$ cat config.mk
export PLATFORM = sky130hd
export DESIGN_NAME = ipi_unit
export DESIGN_NICKNAME = d
export VERILOG_FILES = /design/src/rtl/ipi_pkg.sv /design/src/rtl/ipi_port_decode.sv /design/src/rtl/ipi_cpu_slice.sv /design/src/rtl/ipi_unit.sv
export SDC_FILE = /design/constraint.sdc
export NUM_CORES = 1
export LEC_CHECK = 0
export ABC_AREA = 1
export CAP_MARGIN = 20
export CELL_PAD_IN_SITES_DETAIL_PLACEMENT = 0
export CELL_PAD_IN_SITES_GLOBAL_PLACEMENT = 2
export CORE_MARGIN = 2
export CORE_UTILIZATION = 27
export CTS_CLUSTER_SIZE = 24
export DETAILED_ROUTE_END_ITERATION = 8
export DONT_BUFFER_PORTS = 1
export GPL_ROUTABILITY_DRIVEN = 0
export GPL_TIMING_DRIVEN = 0
export PLACE_DENSITY = 0.76
export REMOVE_ABC_BUFFERS = 1
export SYNTH_ARGS = -nofsm -noshare
export SYNTH_HDL_FRONTEND = slang
export SYNTH_SLANG_ARGS = --single-unit
$ cat constraint.sdc
create_clock -name clk_i -period 1.2 [get_ports clk_i]
set_input_delay 0.18 -clock clk_i [delete_from_list [all_inputs] [get_ports clk_i]]
set_output_delay 0.18 -clock clk_i [all_outputs]
set_load 0.03 [all_outputs]
$ cat src/rtl/ipi_pkg.sv
package ipi_pkg;
  localparam int ID_W     = 5;
  localparam int ADDR_W   = 3;
  localparam int DATA_W   = 32;
  localparam int MAX_CPUS = 31;
  localparam int BIT_OTH  = 0;
  localparam int BIT_SLF  = 31;

  typedef enum logic [ADDR_W-1:0] {
    REG_EVENT = 3'd0,
    REG_SEND  = 3'd1,
    REG_ACK   = 3'd2,
    REG_MSET  = 3'd3,
    REG_MCLR  = 3'd4
  } reg_e;

  localparam logic [15:0] EV_TYPE_IPI = 16'd4;
  localparam logic [DATA_W-1:0] EV_OTHER = {EV_TYPE_IPI, 16'd1};
  localparam logic [DATA_W-1:0] EV_SELF  = {EV_TYPE_IPI, 16'd2};

  // pair index 0 = other, 1 = self
  function automatic logic [1:0] pick_pair(logic [DATA_W-1:0] w);
    return {w[BIT_SLF], w[BIT_OTH]};
  endfunction
endpackage

$ cat src/rtl/ipi_port_decode.sv
module ipi_port_decode
  import ipi_pkg::*;
#(
  parameter int NUM_CPUS = 4
) (
  input  logic                     req_i,
  input  logic                     we_i,
  input  logic [ADDR_W-1:0]        addr_i,
  input  logic [DATA_W-1:0]        wdata_i,
  input  logic [ID_W-1:0]          cpu_id_i,
  output logic                     rd_ok_o,
  output logic [NUM_CPUS-1:0]      send_oth_o,
  output logic [NUM_CPUS-1:0]      send_slf_o,
  output logic [NUM_CPUS-1:0][1:0] ack_o,
  output logic [NUM_CPUS-1:0][1:0] mset_o,
  output logic [NUM_CPUS-1:0][1:0] mclr_o,
  output logic [NUM_CPUS-1:0]      evt_rd_o
);
  logic       hit;
  logic [1:0] pair;
  logic       unused_wdata;

  assign hit          = req_i && (32'(cpu_id_i) < NUM_CPUS);
  assign pair         = pick_pair(wdata_i);
  assign rd_ok_o      = hit && !we_i;
  assign unused_wdata = &{1'b0, wdata_i};

  always_comb begin
    for (int c = 0; c < NUM_CPUS; c++) begin
      logic sel;
      sel           = hit && (cpu_id_i == ID_W'(c));
      send_oth_o[c] = hit && we_i && (addr_i == REG_SEND) && wdata_i[c];
      send_slf_o[c] = sel && we_i && (addr_i == REG_SEND) && wdata_i[BIT_SLF];
      ack_o[c]      = (sel && we_i && addr_i == REG_ACK)  ? pair : 2'b00;
      mset_o[c]     = (sel && we_i && addr_i == REG_MSET) ? pair : 2'b00;
      mclr_o[c]     = (sel && we_i && addr_i == REG_MCLR) ? pair : 2'b00;
      evt_rd_o[c]   = sel && !we_i && (addr_i == REG_EVENT);
    end
  end
endmodule

$ cat src/rtl/ipi_cpu_slice.sv
module ipi_cpu_slice
  import ipi_pkg::*;
(
  input  logic              clk_i,
  input  logic              rst_ni,
  input  logic              send_oth_i,
  input  logic              send_slf_i,
  input  logic [1:0]        ack_i,
  input  logic [1:0]        mset_i,
  input  logic [1:0]        mclr_i,
  input  logic              evt_rd_i,
  output logic [1:0]        pend_o,
  output logic [1:0]        mask_o,
  output logic [DATA_W-1:0] event_o,
  output logic              irq_o
);
  logic [1:0] pend_q, mask_q, pend_d, mask_d, live, rd_mask;

  assign live = pend_q & ~mask_q;

  always_comb begin
    rd_mask = 2'b00;
    if (evt_rd_i) begin
      if (live[0])      rd_mask[0] = 1'b1;
      else if (live[1]) rd_mask[1] = 1'b1;
    end
    // send after ack: a colliding send survives
    pend_d = (pend_q & ~ack_i) | {send_slf_i, send_oth_i};
    // set after clear: masking wins a collision
    mask_d = (mask_q & ~mclr_i) | mset_i | rd_mask;
  end

  always_ff @(posedge clk_i or negedge rst_ni) begin
    if (!rst_ni) begin
      pend_q <= 2'b00;
      mask_q <= 2'b11;
    end else begin
      pend_q <= pend_d;
      mask_q <= mask_d;
    end
  end

  assign event_o = live[0] ? EV_OTHER : (live[1] ? EV_SELF : '0);
  assign irq_o   = |live;
  assign pend_o  = pend_q;
  assign mask_o  = mask_q;
endmodule

$ cat src/rtl/ipi_unit.sv
module ipi_unit
  import ipi_pkg::*;
#(
  parameter int NUM_CPUS  = 4,
  parameter int NUM_PORTS = 2
) (
  input  logic                              clk_i,
  input  logic                              rst_ni,
  input  logic [NUM_PORTS-1:0]              req_i,
  input  logic [NUM_PORTS-1:0]              we_i,
  input  logic [NUM_PORTS-1:0][ADDR_W-1:0]  addr_i,
  input  logic [NUM_PORTS-1:0][DATA_W-1:0]  wdata_i,
  input  logic [NUM_PORTS-1:0][ID_W-1:0]    cpu_id_i,
  output logic [NUM_PORTS-1:0][DATA_W-1:0]  rdata_o,
  output logic [NUM_CPUS-1:0]               ipi_irq_o,
  output logic [NUM_CPUS-1:0][DATA_W-1:0]   event_o
);
  logic [NUM_PORTS-1:0]                     rd_ok_p;
  logic [NUM_PORTS-1:0][NUM_CPUS-1:0]       send_oth_p, send_slf_p, evt_rd_p;
  logic [NUM_PORTS-1:0][NUM_CPUS-1:0][1:0]  ack_p, mset_p, mclr_p;

  logic [NUM_CPUS-1:0]      send_oth, send_slf, evt_rd;
  logic [NUM_CPUS-1:0][1:0] ack, mset, mclr;
  logic [NUM_CPUS-1:0][1:0] pend_w, mask_w;

  for (genvar p = 0; p < NUM_PORTS; p++) begin : g_port
    ipi_port_decode #(.NUM_CPUS(NUM_CPUS)) u_dec (
      .req_i      (req_i[p]),
      .we_i       (we_i[p]),
      .addr_i     (addr_i[p]),
      .wdata_i    (wdata_i[p]),
      .cpu_id_i   (cpu_id_i[p]),
      .rd_ok_o    (rd_ok_p[p]),
      .send_oth_o (send_oth_p[p]),
      .send_slf_o (send_slf_p[p]),
      .ack_o      (ack_p[p]),
      .mset_o     (mset_p[p]),
      .mclr_o     (mclr_p[p]),
      .evt_rd_o   (evt_rd_p[p])
    );
  end

  always_comb begin
    send_oth = '0;
    send_slf = '0;
    evt_rd   = '0;
    ack      = '0;
    mset     = '0;
    mclr     = '0;
    for (int p = 0; p < NUM_PORTS; p++) begin
      send_oth |= send_oth_p[p];
      send_slf |= send_slf_p[p];
      evt_rd   |= evt_rd_p[p];
      ack      |= ack_p[p];
      mset     |= mset_p[p];
      mclr     |= mclr_p[p];
    end
  end

  for (genvar c = 0; c < NUM_CPUS; c++) begin : g_cpu
    ipi_cpu_slice u_slice (
      .clk_i      (clk_i),
      .rst_ni     (rst_ni),
      .send_oth_i (send_oth[c]),
      .send_slf_i (send_slf[c]),
      .ack_i      (ack[c]),
      .mset_i     (mset[c]),
      .mclr_i     (mclr[c]),
      .evt_rd_i   (evt_rd[c]),
      .pend_o     (pend_w[c]),
      .mask_o     (mask_w[c]),
      .event_o    (event_o[c]),
      .irq_o      (ipi_irq_o[c])
    );
  end

  always_comb begin
    for (int p = 0; p < NUM_PORTS; p++) begin
      rdata_o[p] = '0;
      for (int c = 0; c < NUM_CPUS; c++) begin
        if (rd_ok_p[p] && cpu_id_i[p] == ID_W'(c)) begin
          case (addr_i[p])
            REG_EVENT:          rdata_o[p] = event_o[c];
            REG_MSET, REG_MCLR: rdata_o[p] = {mask_w[c][1], 30'd0, mask_w[c][0]};
            default:            rdata_o[p] = '0;
          endcase
        end
      end
    end
  end
endmodule

Word level (Yosys, flattened, before mapping)
Index checks and enable logic that the tools add are counted.
Widths: inputs -> output; s select.
- register bits after elaboration: 16
- output and inout port bits: 196
- $lt $le $gt $ge: 2
- eq/ne operators: 14
- multiplexer cells: 64
- bitwise logic cells: 42
- reduce and logical (&&, ||, !) cells: 108
- operators with widths (kind ; number):
    $pmux 32 s2 ; 8
    $mux 32 ; 12
    $logic_and 1x1->1 ; 96
    $mux 19 ; 4
    $mux 2 ; 28
    $and 2x2->2 ; 12
    $not 2->2 ; 12
    $or 2x2->2 ; 12
    $or 8x8->8 ; 3
    $eq 5x2->1 const B ; 4
    $eq 3x2->1 const B ; 4
    $mux 1 ; 12
    $or 4x4->4 ; 3
    $reduce_or 2->1 ; 6
    $eq 5x1->1 const B ; 2
    $logic_not 5->1 ; 2
    $lt 5x3->1 const B ; 2
    $eq 3x1->1 const B ; 2
    $eq 3x3->1 const B ; 2
    $logic_not 3->1 ; 2
    $logic_not 1->1 ; 2

Logic depth before layout (Yosys ltp)
Gate-level depths: netlist of the first run.
- depth in word-level cells: 11
- mapped depth: 9
- mapped depth without buffers: 9

Cells and area by module
Synthesis of the first run repeated with hierarchy kept, for this count alone.
- cell total of the unflattened synthesis: 920
- area total of the unflattened synthesis: 5283.8 um^2
- by module, submodules not included (module ; times used ; cells each ; area each (um^2) ; sequential area each (um^2)):
    ipi_unit ; 1 ; 520 ; 2708.8 ; 0.0
    ipi_cpu_slice ; 4 ; 53 ; 424.2 ; 102.6
    ipi_port_decode ; 2 ; 94 ; 439.2 ; 0.0

Worst setup path after synthesis of the first run
No wires, ideal clock.
- path type: reg-to-output
- start: register g_cpu[1].u_slice.mask_q[0]
- end: output port rdata_o[1] (netlist name)
- arrival: 2036 ps
- data required time: 1020 ps
- slack: -1016 ps
- cell stages (with the launch flop): 5
- cells stage by stage: dfstp_2 nor2_1 nor3_1 nand3_1 nand4_1
- RTL lines (what ; line ; RTL):
    start, declared ; ipi_cpu_slice.sv:17 ; logic [1:0] pend_q, mask_q, pend_d, mask_d, live, rd_mask;
    start signal, assigned ; ipi_cpu_slice.sv:39 ; mask_q <= mask_d;
    end, declared ; ipi_unit.sv:14 ; output logic [NUM_PORTS-1:0][DATA_W-1:0] rdata_o,

==> metrics.md, run 1 <==
| Metric | Value |
|---|---|
| Net Sw Frac | 53.5% |
| RSZ-0062 raised after global routing | yes |
| I/O Buffers | 0 |
| Yosys reg bits | 16 |
| Worst r2r path cells | 9 |
| Cell internal pwr | 1250 uW |
| Crit-path cells | nor2_4 -> nor3_2 -> buf_4 -> buf_1 -> nand3_1 -> nand4_1 |
| Core area | 11900 um^2 |
| Reg power frac | 22.9% |
| Post-synthesis compound-gate area fraction | 1.68% |
| Post-synth EDFFs | 0 |
| All-Layer GR Usage | 12.0% |
| Die H | 114 um |
| Worst-margin pin slew | 0.824 ns |
| Max Cap Viol | 0 |
| Yosys warning total | 0 |
| Clock slew at reported path FFs | 0.05 ns |
| Endpoint class of the critical path | output port |
| NumNets Final | 601 |
| Most instantiated cells after synthesis | buf_4, nand3_1, nand2_1 |
| Worst EP arrival | 1.80 ns |
| Area Growth Syn to Fin | 2.06% |
| Hold crit path type | in -> reg |
| Final Skew | 0.000369 ns |
| Crit path max fanout | 4 |
| Post-synthesis sequential area ratio | 12.5% |
| Rows | 40 |
| Worst Setup Path Type | reg -> out |
| Crit path launch type | flop |
| Power Dens Cells | 805 nW/um^2 |
| Most frequent cell after synthesis | buf_4 |
| Final min period | 1.98 ns |
| Xor/xnor share of the synthesized area | 0% |
| Min-delay src | wdata_i[34] |
| Worst path slowest cell | dfstp_2 |
| DP Worst Slack | -1.30 ns |
| CTS Buffer Depth | 2 |
| Synth top area share | 40.8% |
| Grt total ovfl | 0 |
| Largest net degree at the start of global routing | 17 |
| Dpl cell area | 2780 um^2 |
| Post-Synth Simple-Gate Area | 40.4% |
| F_max | 506 MHz |
| NetSw | 1440 uW |
| Fin util | 28.1% |
| Post-route ant nets | 0 |
| HPWL after DPL | 6810 um |
| Average size of a mapped cell | 6.68 um^2 |
| Crit-path max cell delay | 0.56 ns |
| Starting density of the core | 27.5% |
| Reg-to-reg endpoint | g_cpu[2].u_slice.mask_o[1] |
| Via count | 2672 |
| WL per Instance | 13.0 um |
| Failing checks | negative setup slack |
| Hold Path Cell Cnt | 2 |
| Leak Pwr | 0.00166 uW |
| Async SR Flop Fraction | 100% |
| Peak VDD IR | 0.000392 V |
| Synth Area in Adders | 0% |
| Ant diodes | 0 |
| Design Area, Final | 3350 um^2 |
| Sink Count | 16 |
| Layout cells sized above 1 | 21.4% |
| Detailed Routing Iterations Pass 1 | 4 |
| Ranking of synthesized cells by area | buf_4, nand3_1, nand2_1, dfstp_2, dfrtp_1 |
| Die area | 13000 um^2 |
| Initial antenna violation count | 0 |
| Clk pwr share | 24.7% |
| Root buffer cell | clkbuf_16 |
| Largest family of logic cells by synthesized area | buffers and inverters |
| Worst Path Required | 1.02 ns |
| Final worst slack | -0.778 ns |
| Gate power share | 52.4% |
| CTS H-tree depth | 1 |
| Post-synth cell types | 23 |
| Final Hold Fails | 0 |
| R2R Path Start | g_cpu[2].u_slice.mask_o[0] |
| Cell area after synthesis | 3280 um^2 |
| Post-Route WL | 8570 um |
| DRT iter0 DRCs | 102 |
| First-pass GRT wire length | 12200 um |
| Final setup violation count | 22 |
| Top FF cell, synth | dfstp_2 |
| Worst rel slew slack | 44.9% |
| Post-synthesis mux area share | 0% |
| Reg2Reg Setup Slack | -0.37 ns |
| Total CTS buffers | 3 |
| Die X | 114 um |
| Cell count after synthesis | 491 |
| Number of vias per cell | 4.05 |
| Post-synth top area cell | buf_4 |
| Outcome | complete, but fails checks |
| DRC viols | 0 |
| CTS tree | built |
| Number of global-route vias before repair | 2227 |
| Endpoint, Worst Hold | g_cpu[2].u_slice.pend_o[0] |
| Max Slew Vio Count | 0 |
| I/O pin total | 282 |
| Clk_lat worst skew | 0.24 ns |
| Final worst-path cycle share | 165% |
[cells by family (layout without fill, tap and decap cells)]
group	count (synthesis)	after routing
AO/OA/AOI/OAI	9	9
buffers and inverters	217	68
flip-flops	16	16
other	1	172
AND/OR/NAND/NOR	248	248
[critical path: cells and delay by family, from the launching register on]
kind,cells,cell delay [ns]
buffers and inverters,2,0.30
DFF,1,0.56
and+or+nand+nor,4,0.69
[state kept, by name, indices dropped and copies added (netlist names)]
| register | cells |
|---|---|
| g_cpu.u_slice.mask_o | 8 |
| g_cpu.u_slice.pend_o | 8 |
[cells in the final DEF (no fill, tap or decap), types with 8 or more instances in the layout]
cell type / n
nand3_2: 10
dfrtp_1: 8
inv_1: 23
nand3_1: 112
nor2_2: 11
o22ai_4: 8
nor2_1: 15
nor2_4: 11
buf_6: 14
nand2_1: 60
dfstp_2: 8
buf_4: 14
conb_1: 172
[how the worst max path moves through the flow]
stage / startpoint / endpoint / slack [ns]
global route: g_cpu[2].u_slice.mask_o[0] / rdata_o[33] / -0.83
CTS: g_cpu[3].u_slice.mask_o[0] / rdata_o[1] / -0.79
floorplan: g_cpu[1].u_slice.mask_o[0] / rdata_o[1] / -1.02
finish: g_cpu[2].u_slice.mask_o[0] / rdata_o[33] / -0.78
global placement: g_cpu[1].u_slice.mask_o[0] / rdata_o[1] / -1.44
detailed placement: g_cpu[3].u_slice.mask_o[0] / rdata_o[33] / -1.30
[area by class of cell]
cell class | instances | area (um^2)
fill | 1323 | 8570
multi-input combinational | 429 | 2260
sequential | 16 | 410
timing repair buffer | 32 | 285
tap | 147 | 184
inverter | 33 | 134
clock buffer | 3 | 75.1
[per-stage QoR]
step	hold WS, ns	total power (uW)	setup TNS (ns)	instances
CTS	0.0633	2610	-7.21	648
floorplan	-0.116	1660	-8.84	478
global route	0.0858	2820	-8.54	660
global placement	-0.115	1770	-15.70	625
detailed placement	-0.115	1770	-12.59	631
finish	0.0630	2690	-7.15	660
[layer usage]
metal / up-vias / track usage, % / share of wire [%]
li1: 1306 / - / -
met1: 1200 / 16.5 / 42
met2: 164 / 19.5 / 47
met3: 2 / 3.07 / 11
met4: 0 / 1.54 / 0.27
met5: - / 0 / 0
[timing repair]
item,in CTS,in global routing
setup buffers,13,13
setup endpoints to repair,32,27
cloned,0,0
gates resized for setup,54,18
hold buffers,1,0
endpoints found under the hold margin,16,0
pin swaps,24,21
[power by group through the flow]
stage / registers (uW) / logic (uW) / clock network (uW)
2_1_floorplan: 605 / 1060 / 0
3_3_place_gp: 612 / 1150 / 0
3_5_place_dp: 612 / 1160 / 0
4_1_cts: 609 / 1330 / 673
5_1_grt: 621 / 1490 / 704
6_report: 617 / 1410 / 666
(Power assumes the default switching activity.)
==> run 2, diff against run 1 <==
--- a/config.mk
+++ b/config.mk
@@ -16,7 +16,7 @@
 export DONT_BUFFER_PORTS = 1
 export GPL_ROUTABILITY_DRIVEN = 0
 export GPL_TIMING_DRIVEN = 0
-export PLACE_DENSITY = 0.76
+export PLACE_DENSITY = 0.77
 export REMOVE_ABC_BUFFERS = 1
 export SYNTH_ARGS = -nofsm -noshare
 export SYNTH_HDL_FRONTEND = slang
==> run 2 against run 1 <==
Effect of this change:
- the flow still finishes with violations (negative setup slack)
- clock power decreased by 0.9%
- sequential power about the same
- largest power group unchanged
- global-route usage increased by 0.57 points
- power decreased by 0.96%
==> metrics.md, run 2 (synthesis results as in run 1) <==
| Metric | Value |
|---|---|
| Reg power frac | 23.1% (was 22.9%) |
| Worst-margin pin slew | 0.860 ns (was 0.824 ns) |
| Crit-path cells | nor2_4 -> nor3_2 -> buf_4 -> buf_1 -> nand3_2 -> nand4_1 (was nor2_4 -> nor3_2 -> buf_4 -> buf_1 -> nand3_1 -> nand4_1) |
| Fin util | 28.1% (about the same) |
| Worst Setup Path Type | reg -> out (unchanged) |
| Final min period | 2.00 ns (was 1.98 ns) |
| Max Cap Viol | 0 (unchanged) |
| Post-Route WL | 8660 um (was 8570 um) |
| DRT iter0 DRCs | 134 (was 102) |
| Detailed Routing Iterations Pass 1 | 4 (unchanged) |
| CTS tree | built (unchanged) |
| Worst rel slew slack | 42.5% (was 44.9%) |
| Clk pwr share | 24.7% (about the same) |
| Net Sw Frac | 53.7% (was 53.5%) |
| WL per Instance | 13.2 um (was 13.0 um) |
| Largest net degree at the start of global routing | 17 (unchanged) |
| Fillers | 1322 (was 1323) |
| Core area | 11900 um^2 (unchanged) |
| Final Hold Fails | 0 (unchanged) |
| Number of global-route vias before repair | 2333 (was 2227) |
| Area Growth Syn to Fin | 1.95% (was 2.06%) |
| Storage element area | 410 um^2 (unchanged) |
| Grt total ovfl | 0 (unchanged) |
| CTS H-tree depth | 1 (unchanged) |
| Initial antenna violation count | 0 (unchanged) |
| NumNets Final | 598 (was 601) |
| Final Skew | 0.000891 ns (was 0.000369 ns) |
| Ant diodes | 0 (unchanged) |
| Design Area, Final | 3340 um^2 (was 3350 um^2) |
| Clock slew at reported path FFs | 0.05 ns (about the same) |
| Endpoint class of the critical path | output port (unchanged) |
| Worst EP arrival | 1.82 ns (was 1.80 ns) |
| Cell internal pwr | 1240 uW (was 1250 uW) |
| Clk_lat worst skew | 0.25 ns (was 0.24 ns) |
| First-pass GRT wire length | 12900 um (was 12200 um) |
| Worst Path Required | 1.02 ns (about the same) |
| Hold crit path type | in -> reg (unchanged) |
| Crit path max fanout | 4 (unchanged) |
| Gate power share | 52.2% (was 52.4%) |
| Final worst-path cycle share | 167% (was 165%) |
| DRC viols | 0 (unchanged) |
| Outcome | complete, but fails checks (unchanged) |
| Peak VDD IR | 0.000423 V (was 0.000392 V) |
| Die X | 114 um (unchanged) |
| I/O Buffers | 0 (unchanged) |
| Starting density of the core | 27.5% (unchanged) |
| CTS Buffer Depth | 2 (unchanged) |
| Die H | 114 um (unchanged) |
| Worst path slowest cell | dfstp_2 (unchanged) |
| Die area | 13000 um^2 (unchanged) |
| Final setup violation count | 22 (unchanged) |
| Power Dens Cells | 799 nW/um^2 (was 805 nW/um^2) |
| Most common library cell in the layout ignoring fill and taps | conb_1 (unchanged) |
| Failing checks | negative setup slack (unchanged) |
| Root buffer cell | clkbuf_16 (unchanged) |
| Total CTS buffers | 3 (unchanged) |
| All-Layer GR Usage | 12.6% (was 12.0%) |
| Most frequent cells in the layout | conb_1, nand3_1, nand2_1 (unchanged) |
| Leak Pwr | 0.00167 uW (was 0.00166 uW) |
| Final worst slack | -0.804 ns (was -0.778 ns) |
| Max Slew Vio Count | 0 (unchanged) |
| NetSw | 1430 uW (was 1440 uW) |
| Area occupied by multi-input gates | 2270 um^2 (was 2260 um^2) |
| Post-route ant nets | 0 (unchanged) |
| Via count | 2752 (was 2672) |
| RSZ-0062 raised after global routing | yes (unchanged) |
| Layout cells sized above 1 | 21.4% (about the same) |
| I/O pin total | 282 (unchanged) |
| Number of vias per cell | 4.19 (was 4.05) |
| Crit path launch type | flop (unchanged) |
| HPWL after DPL | 6770 um (was 6810 um) |
| F_max | 499 MHz (was 506 MHz) |
| Rows | 40 (unchanged) |
| Crit-path max cell delay | 0.56 ns (about the same) |
| Sink Count | 16 (unchanged) |
| Dpl cell area | 2770 um^2 (was 2780 um^2) |
==> run 2: path summary, 6_finish.rpt <==
check | from | end | slack (ns) | cells after the start
worst max register to register | g_cpu[2].u_slice.mask_o[0] | g_cpu[2].u_slice.mask_o[1] | -0.43 | 9
worst min-delay path | wdata_i[34] | g_cpu[2].u_slice.pend_o[0] | 0.07 | 2
max in group asynchronous | rst_ni | g_cpu[1].u_slice.pend_o[1] | 0.18 | 1
worst min register to register | g_cpu[2].u_slice.pend_o[1] | g_cpu[2].u_slice.pend_o[1] | 0.52 | 2
worst max-delay path | g_cpu[2].u_slice.mask_o[0] | rdata_o[33] | -0.80 | 6
min in group asynchronous | rst_ni | g_cpu[3].u_slice.pend_o[1] | 0.49 | 1
==> run 2: cell type report <==
type | instances | area share [%]
Clock buffer | 3 | 2.25
Inverter | 33 | 3.86
Multi-Input combinational cell | 429 | 68.0
Sequential cell | 16 | 12.3
Tap cell | 147 | 5.50
Timing Repair Buffer | 29 | 8.09
==> run 2: what timing repair did <==
| action | CTS | global route |
|---|---|---|
| gates resized for setup | 57 | 20 |
| hold buffers | 1 | 0 |
| gates cloned | 0 | 0 |
| pin swaps | 26 | 18 |
| buffers inserted | 12 | 12 |
| hold endpoints to repair | 16 | 0 |
| endpoints found under the setup margin | 32 | 31 |
==> run 2: through the flow <==
step	instances	hold WS [ns]	power [uW]	TNS [ns]	setup slack, ns
6_report	657	0.0699	2670	-7.99	-0.804
5_1_grt	657	0.0824	2790	-9.41	-0.842
4_1_cts	647	0.0676	2620	-7.61	-0.839
3_5_place_dp	631	-0.115	1770	-12.81	-1.29
3_3_place_gp	625	-0.115	1770	-15.41	-1.42
2_1_floorplan	478	-0.116	1660	-8.84	-1.02
==> run 2: power by group through the flow <==
stage	Combinational, uW	Sequential, uW	Clock, uW
floorplan	1060	605	0
global placement	1150	611	0
detailed placement	1160	615	0
CTS	1330	613	681
global route	1470	620	701
finish	1390	616	660
==> run 2: worst max-delay path: cells and delay by family (launching register included) <==
kind,cells,cell delay [ns]
simple gates,4,0.68
buf+inv,2,0.33
flops,1,0.56
==> run 2: metal layers <==
layer | track usage [%] | share of wire (%) | vias to the layer above
li1 | - | - | 1311
met1 | 17.5 | 42 | 1256
met2 | 20.0 | 46 | 183
met3 | 3.49 | 12 | 2
met4 | 1.46 | 0.20 | 0
met5 | 0 | 0 | -
==> run 3, diff against run 2 <==
--- a/config.mk
+++ b/config.mk
@@ -9,6 +9,7 @@
 export CAP_MARGIN = 20
 export CELL_PAD_IN_SITES_DETAIL_PLACEMENT = 0
 export CELL_PAD_IN_SITES_GLOBAL_PLACEMENT = 2
+export CORE_ASPECT_RATIO = 1.1
 export CORE_MARGIN = 2
 export CORE_UTILIZATION = 27
 export CTS_CLUSTER_SIZE = 24
==> run 3 against run 2 <==
Effect of this change:
- the flow still finishes with violations (negative setup slack)
- final cell count rose by 0.61%
- wire length fell by 2.2%
- non-clock buffer count shrank 3
- register-to-register slack gained 0.17 ns
- power rose by 0.99%
- sequential power about the same
- largest power group unchanged
==> metrics.md, run 3 (synthesis results as in run 1) <==
| Metric | Value |
|---|---|
| Outcome | complete, but fails checks (unchanged) |
| Failing checks | negative setup slack (unchanged) |
| Ant diodes | 0 (unchanged) |
| Via count | 2705 (was 2752) |
| Final setup violation count | 23 (was 22) |
| Crit-path max cell delay | 0.55 ns (was 0.56 ns) |
| Worst EP arrival | 1.78 ns (was 1.82 ns) |
| Crit path max fanout | 4 (unchanged) |
| Worst rel slew slack | 43.3% (was 42.5%) |
| Root buffer cell | clkbuf_16 (unchanged) |
| Die H | 120 um (was 114 um) |
| F_max | 511 MHz (was 499 MHz) |
| Starting density of the core | 27.5% (about the same) |
| CTS tree | built (unchanged) |
| Worst Setup Path Type | reg -> out (unchanged) |
| Crit path launch type | flop (unchanged) |
| WL per Instance | 12.8 um (was 13.2 um) |
| Final Hold Fails | 0 (unchanged) |
| Total CTS buffers | 3 (unchanged) |
| RSZ-0062 raised after global routing | yes (unchanged) |
| Detailed Routing Iterations Pass 1 | 4 (unchanged) |
| Fillers | 1327 (was 1322) |
| DRC viols | 0 (unchanged) |
| Sink Count | 16 (unchanged) |
| Final worst-path cycle share | 163% (was 167%) |
| Final Skew | 0.00138 ns (was 0.000891 ns) |
| HPWL after DPL | 6870 um (was 6770 um) |
| Clk_lat worst skew | 0.25 ns (about the same) |
| Core area | 11900 um^2 (about the same) |
| NumNets Final | 595 (was 598) |
| Clock slew at reported path FFs | 0.05 ns (about the same) |
| Grt total ovfl | 0 (unchanged) |
| DP Worst Slack | -1.31 ns (was -1.29 ns) |
| CTS Buffer Depth | 2 (unchanged) |
| Rows | 42 (was 40) |
| Largest net degree at the start of global routing | 17 (unchanged) |
| Layout cells sized above 1 | 23.3% (was 21.4%) |
| I/O Buffers | 0 (unchanged) |
| Leak Pwr | 0.00165 uW (was 0.00167 uW) |
| Storage element area | 410 um^2 (unchanged) |
| All-Layer GR Usage | 12.0% (was 12.6%) |
| Peak VDD IR | 0.000418 V (was 0.000423 V) |
| Max Cap Viol | 0 (unchanged) |
| Die area | 13000 um^2 (about the same) |
| Most frequent cells in the layout | conb_1, nand3_1, nand2_1 (unchanged) |
| Hold crit path type | in -> reg (unchanged) |
| Post-Layout Cell Count | 661 (was 657) |
| First-pass GRT wire length | 12300 um (was 12900 um) |
| Initial antenna violation count | 0 (unchanged) |
| Worst path slowest cell | dfstp_2 (unchanged) |
| CTS H-tree depth | 1 (unchanged) |
| Number of global-route vias before repair | 2237 (was 2333) |
| Total power | 2700 uW (was 2670 uW) |
| Placed cells | 638 (was 631) |
| Crit-path cells | nor2_4 -> nor3_4 -> nand3_2 -> nand4_1 (was nor2_4 -> nor3_2 -> buf_4 -> buf_1 -> nand3_2 -> nand4_1) |
| Area Growth Syn to Fin | 2.44% (was 1.95%) |
| Endpoint class of the critical path | output port (unchanged) |
| Power Dens Cells | 803 nW/um^2 (was 799 nW/um^2) |
| Post-route ant nets | 0 (unchanged) |
| Worst-margin pin slew | 0.848 ns (was 0.860 ns) |
| Post-Route WL | 8460 um (was 8660 um) |
| Final worst slack | -0.757 ns (was -0.804 ns) |
| Max Slew Vio Count | 0 (unchanged) |
| Worst hold margin | 0.0631 ns (was 0.0699 ns) |
| I/O pin total | 282 (unchanged) |
| DRT iter0 DRCs | 158 (was 134) |
| Number of vias per cell | 4.09 (was 4.19) |
| Die X | 109 um (was 114 um) |
| Area occupied by multi-input gates | 2310 um^2 (was 2270 um^2) |
| Final min period | 1.96 ns (was 2.00 ns) |
| Most common library cell in the layout ignoring fill and taps | conb_1 (unchanged) |
| Worst Path Required | 1.02 ns (about the same) |
## run 3: changes by cell type in the layout (fill, tap and decap cells not counted), moves of 2 or more
cell,previous run,this run
nand2_1,59,53
nand2_2,4,10
buf_6,16,13
nor2_1,14,11
nor2_2,12,15
buf_1,2,0
o22ai_2,2,0
o22ai_4,6,8
## run 3: path summary, 6_finish.rpt
path	depth (start not counted)	end	slack, ns	start
max in group asynchronous	1	g_cpu[1].u_slice.pend_o[1]	0.19	rst_ni
worst min register to register	2	g_cpu[2].u_slice.pend_o[1]	0.51	g_cpu[2].u_slice.pend_o[1]
worst max-delay path	4	rdata_o[33]	-0.76	g_cpu[3].u_slice.mask_o[0]
min in group asynchronous	1	g_cpu[2].u_slice.pend_o[0]	0.48	rst_ni
worst min-delay path	2	g_cpu[2].u_slice.pend_o[0]	0.06	wdata_i[34]
worst max register to register	6	g_cpu[3].u_slice.mask_o[1]	-0.26	g_cpu[3].u_slice.mask_o[0]
## run 3: what timing repair did
item                       in CTS  in global routing
hold buffers                    1                  0
resized for setup              52                 31
hold endpoints to repair       16                  0
pin swaps                      22                 26
buffers inserted                9                 10
setup endpoints to repair      32                 31
## run 3: cell type report
cell class / count / share of cell area (%)
multi-input combinational: 429 / 68.8
sequential: 16 / 12.2
timing repair buffer: 26 / 7.19
tap: 154 / 5.74
inverter: 33 / 3.84
clock buffer: 3 / 2.24
## run 3: layer usage
layer	vias up	track usage [%]	share of wire [%]
met1	1217	17.0	40
met3	12	2.82	12
met5	-	0	0
met4	0	2.96	1.6
met2	177	18.3	46
li1	1299	-	-
## run 3: where the power goes
| group | internal, uW | switching (uW) | total, uW |
|---|---|---|---|
| sequential | 579 | 36.5 | 615 |
| clock | 439 | 226 | 664 |
| combinational | 238 | 1180 | 1420 |
## run 3: worst max-delay path: cells and delay by family, from the launching register on
family	cells	cell delay, ns
simple gates	4	0.98
flops	1	0.55
## run 3: per-stage QoR
stage | utilization, % | TNS [ns] | cell area, um^2
final | 28.2 | -6.68 | 3360
after global routing | 28.2 | -8.03 | 3360
after CTS | 26.5 | -7.09 | 3160
after detailed placement | 23.3 | -12.88 | 2790
after global placement | 23.1 | -15.56 | 2750
after floorplan | - | -8.84 | 2560
